<file path="config.mk">
export PLATFORM = sky130hd
export DESIGN_NAME = txfs_select
export DESIGN_NICKNAME = d
export VERILOG_FILES = /design/src/rtl/txfs_pkg.sv /design/src/rtl/txfs_sync.sv /design/src/rtl/txfs_copy_pulse.sv /design/src/rtl/txfs_out_stage.sv /design/src/rtl/txfs_select.sv
export SDC_FILE = /design/constraint.sdc
export NUM_CORES = 1
export LEC_CHECK = 0
export BUFFER_PORTS_ARGS = -buffer_cell sky130_fd_sc_hd__buf_2
export CORE_AREA = 2 2 39 41
export CTS_CLUSTER_SIZE = 25
export DETAILED_ROUTE_END_ITERATION = 8
export DIE_AREA = 0 0 41 43
export GPL_TIMING_DRIVEN = 0
export SLEW_MARGIN = 20
export SYNTH_ARGS = -nofsm -noshare
export SYNTH_HDL_FRONTEND = slang
export SYNTH_HIERARCHICAL = 1
export SYNTH_SLANG_ARGS = --single-unit
export TNS_END_PERCENT = 30
</file>
<file path="constraint.sdc">
create_clock -name clk -period 1.2 [get_ports clk]
set_input_delay 0.06 -clock clk [delete_from_list [all_inputs] [get_ports clk]]
set_output_delay 0.06 -clock clk [all_outputs]
set_load 0.01 [all_outputs]
</file>
<file path="src/rtl/txfs_pkg.sv">
package txfs_pkg;
  typedef enum logic [1:0] {
    SRC_PIN  = 2'd0,
    SRC_GEN  = 2'd1,
    SRC_COPY = 2'd2
  } fs_src_e;

  localparam int unsigned IRQ_MODE_W  = 2;
  localparam logic [IRQ_MODE_W-1:0] IRQ_ON_FS = 2'b10;

  function automatic fs_src_e pick_src(input logic drive, input logic use_gen);
    if (!drive)  return SRC_PIN;
    if (use_gen) return SRC_GEN;
    return SRC_COPY;
  endfunction
endpackage

</file>
<file path="src/rtl/txfs_sync.sv">
module txfs_sync #(
  parameter int unsigned STAGES = 2
) (
  input  logic clk,
  input  logic rst_n,
  input  logic d,
  output logic q
);
  logic [STAGES-1:0] chain;

  genvar gi;
  generate
    for (gi = 0; gi < STAGES; gi++) begin : g_stage
      if (gi == 0) begin : g_first
        always_ff @(posedge clk or negedge rst_n) begin
          if (!rst_n) chain[0] <= 1'b0;
          else        chain[0] <= d;
        end
      end else begin : g_next
        always_ff @(posedge clk or negedge rst_n) begin
          if (!rst_n) chain[gi] <= 1'b0;
          else        chain[gi] <= chain[gi-1];
        end
      end
    end
  endgenerate

  assign q = chain[STAGES-1];
endmodule

</file>
<file path="src/rtl/txfs_copy_pulse.sv">
module txfs_copy_pulse (
  input  logic clk,
  input  logic rst_n,
  input  logic strobe,
  output logic pulse
);
  logic strobe_d;

  always_ff @(posedge clk or negedge rst_n) begin
    if (!rst_n) begin
      strobe_d <= 1'b0;
      pulse    <= 1'b0;
    end else begin
      strobe_d <= strobe;
      pulse    <= strobe & ~strobe_d;
    end
  end

  a_r3_one_bit_wide: assert property (@(posedge clk) disable iff (!rst_n)
    pulse |=> !pulse);
endmodule

</file>
<file path="src/rtl/txfs_out_stage.sv">
module txfs_out_stage
  import txfs_pkg::*;
(
  input  logic                  clk,
  input  logic                  rst_n,
  input  logic                  tx_active,
  input  fs_src_e               src,
  input  logic                  cfg_invert,
  input  logic [IRQ_MODE_W-1:0] cfg_irq_mode,
  input  logic                  pin_sync,
  input  logic                  gen_pulse,
  input  logic                  copy_pulse,
  output logic                  fs_int,
  output logic                  pin_out,
  output logic                  irq_fs
);
  logic sel_sync;
  logic drive_pin;

  always_comb begin
    unique case (src)
      SRC_GEN:  sel_sync = gen_pulse;
      SRC_COPY: sel_sync = copy_pulse;
      default:  sel_sync = pin_sync ^ cfg_invert;
    endcase
  end

  assign drive_pin = (src != SRC_PIN);

  always_ff @(posedge clk or negedge rst_n) begin
    if (!rst_n) begin
      fs_int  <= 1'b0;
      pin_out <= 1'b0;
      irq_fs  <= 1'b0;
    end else begin
      fs_int  <= tx_active & sel_sync;
      pin_out <= (drive_pin & tx_active & sel_sync) ^ cfg_invert;
      irq_fs  <= tx_active & (cfg_irq_mode == IRQ_ON_FS) & sel_sync & ~fs_int;
    end
  end

  a_r7_idle_quiet: assert property (@(posedge clk) disable iff (!rst_n)
    !tx_active |=> (!fs_int && !irq_fs && (pin_out == $past(cfg_invert))));

  a_r6_irq_on_rise: assert property (@(posedge clk) disable iff (!rst_n)
    irq_fs |-> (fs_int && !$past(fs_int)));

  a_r2_gen_delay: assert property (@(posedge clk) disable iff (!rst_n)
    (tx_active && src == SRC_GEN) |=> (fs_int == $past(gen_pulse)));
endmodule

</file>
<file path="src/rtl/txfs_select.sv">
module txfs_select
  import txfs_pkg::*;
#(
  parameter int unsigned SYNC_STAGES = 2
) (
  input  logic                  clk,
  input  logic                  rst_n,
  input  logic                  tx_active,
  input  logic                  cfg_drive,
  input  logic                  cfg_use_gen,
  input  logic                  cfg_invert,
  input  logic [IRQ_MODE_W-1:0] cfg_irq_mode,
  input  logic                  gen_pulse,
  input  logic                  copy_strobe,
  input  logic                  pin_in,
  output logic                  pin_out,
  output logic                  pin_oe,
  output logic                  fs_int,
  output logic                  irq_fs
);
  fs_src_e src;
  logic    pin_sync;
  logic    copy_pulse;

  assign src    = pick_src(cfg_drive, cfg_use_gen);
  assign pin_oe = cfg_drive;

  txfs_sync #(.STAGES(SYNC_STAGES)) u_sync (
    .clk   (clk),
    .rst_n (rst_n),
    .d     (pin_in),
    .q     (pin_sync)
  );

  txfs_copy_pulse u_copy (
    .clk    (clk),
    .rst_n  (rst_n),
    .strobe (copy_strobe),
    .pulse  (copy_pulse)
  );

  txfs_out_stage u_out (
    .clk          (clk),
    .rst_n        (rst_n),
    .tx_active    (tx_active),
    .src          (src),
    .cfg_invert   (cfg_invert),
    .cfg_irq_mode (cfg_irq_mode),
    .pin_sync     (pin_sync),
    .gen_pulse    (gen_pulse),
    .copy_pulse   (copy_pulse),
    .fs_int       (fs_int),
    .pin_out      (pin_out),
    .irq_fs       (irq_fs)
  );
endmodule

</file>
==> impl_metrics.csv <==
group,metric,value,unit
global_routing,grt_antenna_before_repair,0,
pwr,vdd_drop_max,0.0003634,V
synthesis,ys_seq_area_share,50.72,%
final_layout,ff_latch_area,175.2,sq um
timing,relSlewSlack,86.50,%
die,core-area,1384,sq um
clocking,clk_pin_slew,0.05,ns
hold_path,hold_class,"primary input to register",
synthesis,synth_area,345.3,sq um
die,num_io_pins,15,
clocking,clockRootBuffer,"clkbuf_4",
die,fp-row-count,14,
place,port-buffer-count,14,
worst_setup_path,startpoint,"cfg_use_gen",
place,gp_congestion,0.5732,
global_routing,grt.overflow.total,0,
worst_setup_path,cp_slowest_cell,"ha_1",
final_layout,syn_to_final_growth,42.39,%
timing,setup_viol,0,
synthesis,ys_ff_latch,7,
routing,detail-route-antenna-nets,0,
clocking,clk_latency,0.24,ns
worst_setup_path,r2r_cells,3,
synthesis,synth_area_leader_cell,"dfrtp_1",
routing,vias_per_cell,4.185,
clocking,clock_sinks,7,
die,die_w,41,um
worst_setup_path,max_stage_delay,0.33,ns
run_status,status,"finished clean",
hold_path,hp-start,"cfg_irq_mode[1]",
timing,slew_violations,0,
clocking,cts_tree,"done",
final_layout,fin_util,35.53,%
routing,first_iter_violations,4,
synthesis,synth-edff-count,0,
flow_run,cap_violations,0,
clocking,postCtsResizedCells,0,
worst_setup_path,crit_chain,"buf_2 > and2b_2 > inv_1 > ha_1 > nand2b_1 > o22ai_2 > and3_1",
synthesis,synth.most_common_cell,"dfrtp_1",
timing,finalCritPeriodShare,88.51,%
timing,hold_viol,0,
routing,routed_wl,552,um
pwr,pwr_density_cell,1130,nW/um^2
global_routing,grt_max_degree,8,
synthesis,synth.distinct_cells,18,
synthesis,ys_top_cells_by_count,"dfrtp_1 (7), ha_1 (3), inv_1 (2), nand2_1 (2)",
global_routing,grt_pass1_vias,214,
synthesis,ys.flop_type,"dfrtp_1",
routing,wire_per_inst,8.492,um
place,place.detailed.hpwl,459,um
worst_setup_path,reg2reg_slack,0.21,ns
worst_setup_path,arrival,1.24,ns
die,die_y,43,um
clocking,htree_levels,1,
routing,drc,0,
synthesis,ys_warn_count,6,
routing,first_pass_iters,4,
place,place_ws,-0.1104,ns
timing,worst_slew_pin_slew,0.2025,ns
timing,timing.final.ws_setup,0.1379,ns
die,die_area,1763,sq um
timing,layout_min_cycle_time,1.062,ns
final_layout,multiInputGateArea,155.1,sq um
synthesis,synth.avg_cell_area,12.33,sq um
synthesis,ys_async_sr_fraction,100.0,%
final_layout,fin_nets,64,
global_routing,grt_pass1_wl,855,um
synthesis,syn_nets,42,
die,start_util,24.95,%
routing,vias,272,
worst_setup_path,critPathLaunchType,"primary input",
worst_setup_path,rr_startpoint,"u_copy/pulse",
worst_setup_path,setup.worst_path.end,"u_out/irq_fs",
clocking,cts_setup_buffers,0,
final_layout,antenna_cells,0,
synthesis,synth_top_area_share,50.72,%
pwr,power_leakage,0.2509,nW
synthesis,synth_cells,28,
worst_setup_path,worst_setup_path_end_kind,"register",
clocking,cts_buffers,3,
clocking,cts_hold_buf,3,
timing,clock.fmax,0.9415,GHz
timing,rsz0062_at_grt,"false",
worst_setup_path,worstPathMaxFanout,5,
final_layout,final_layout_size_suffix_gt1_share,46.94,%
global_routing,grt_use_total,7.194,%
worst_setup_path,crit_required,1.38,ns
clocking,clockBufferDepth,2,
synthesis,synth_area_leaders,"dfrtp_1 (51%), ha_1 (11%), nor2b_4 (4.0%)",
final_layout,fillers,140,
worst_setup_path,crit_type,"primary input to register",
worst_setup_path,r2r_end,"u_out/irq_fs",
timing,skew,0.005471,ns
how the worst min path moves through the flow:
| stage | endpoint | slack (ns) | cells past startpoint |
|---|---|---|---|
| floorplan | u_copy/pulse | -0.24 | 0 |
| global placement | u_sync/q | -0.11 | 1 |
| detailed placement | u_copy/pulse | -0.10 | 1 |
| CTS | u_out/irq_fs | 0.06 | 2 |
| global route | u_out/irq_fs | 0.07 | 2 |
| finish | u_out/irq_fs | 0.06 | 2 |
cells in the final DEF, fill, tap and decap left out, drive strengths merged:
cell,netlist,layout
buf,1,15
dfrtp,7,7
clkbuf,0,4
dlygate4sd3,0,3
ha,3,3
inv,2,2
nand2,2,2
and2b,2,2
o22ai,2,2
and2,1,1
nor2b,1,1
a22oi,1,1
a21boi,1,1
a2bb2oi,1,1
xnor2,1,1
nand2b,1,1
nor2,1,1
and3,1,1
area by class of cell:
class / instances / share of cell area (%)
Clock buffer: 4 / 5.344
Timing Repair Buffer: 17 / 20.36
Sequential cell: 7 / 35.62
Multi-Input combinational cell: 18 / 31.55
Buffer: 1 / 1.527
Inverter: 2 / 1.527
Tap cell: 16 / 4.071
sequential cells by signal (all words and copies together), names as in the netlist:
register         count
u_copy/pulse         1
u_copy/strobe_d      1
u_out/fs_int         1
u_out/irq_fs         1
u_out/pin_out        1
u_sync/chain         1
u_sync/q             1
worst max-delay path: cells and delay by family:
kind                     cells  cell delay [ns]
AO/OA/AOI/OAI                1             0.15
adder cells (fa/ha/maj)      1             0.33
AND/OR/NAND/NOR              3             0.54
buffers and inverters        2             0.15
logic make-up (layout without fill, tap and decap cells):
family / count (synthesis) / after routing / share of synthesized area, %
AO/OA/AOI/OAI: 5 / 5 / 13.77
XOR/XNOR: 1 / 1 / 2.537
buffers and inverters: 3 / 24 / 4.349
AND/OR/NAND/NOR: 9 / 9 / 17.76
flip-flops: 7 / 7 / 50.73
adder cells (fa/ha/maj): 3 / 3 / 10.87
power breakdown:
part	internal (mW)	switching, mW
combinational	0.0525	0.0413
sequential	0.250	0.00592
clock	0.126	0.0791
total	0.429	0.126
per-stage QoR:
step                      TNS (ns)  instances  area (sq um)  total power [mW]  hold WS, ns
after floorplan                  0         28         345.3            0.3098      -0.2356
after global placement     -0.1130         58         435.4            0.3452      -0.1064
after detailed placement   -0.1262         58         435.4            0.3483      -0.1033
after CTS                        0         65         491.7            0.5570      0.06144
after global routing             0         65         491.7            0.5847      0.07135
final                            0         65         491.7            0.5555      0.06280
metal layers:
| layer | GRT usage [%] | routed length (um) |
|---|---|---|
| met5 | 0 | 0 |
| met4 | 2.000 | 0 |
| met3 | 1.571 | 57 |
| met2 | 12.19 | 291 |
| met1 | 8.609 | 202 |
Power figures use the tool's default switching activity.
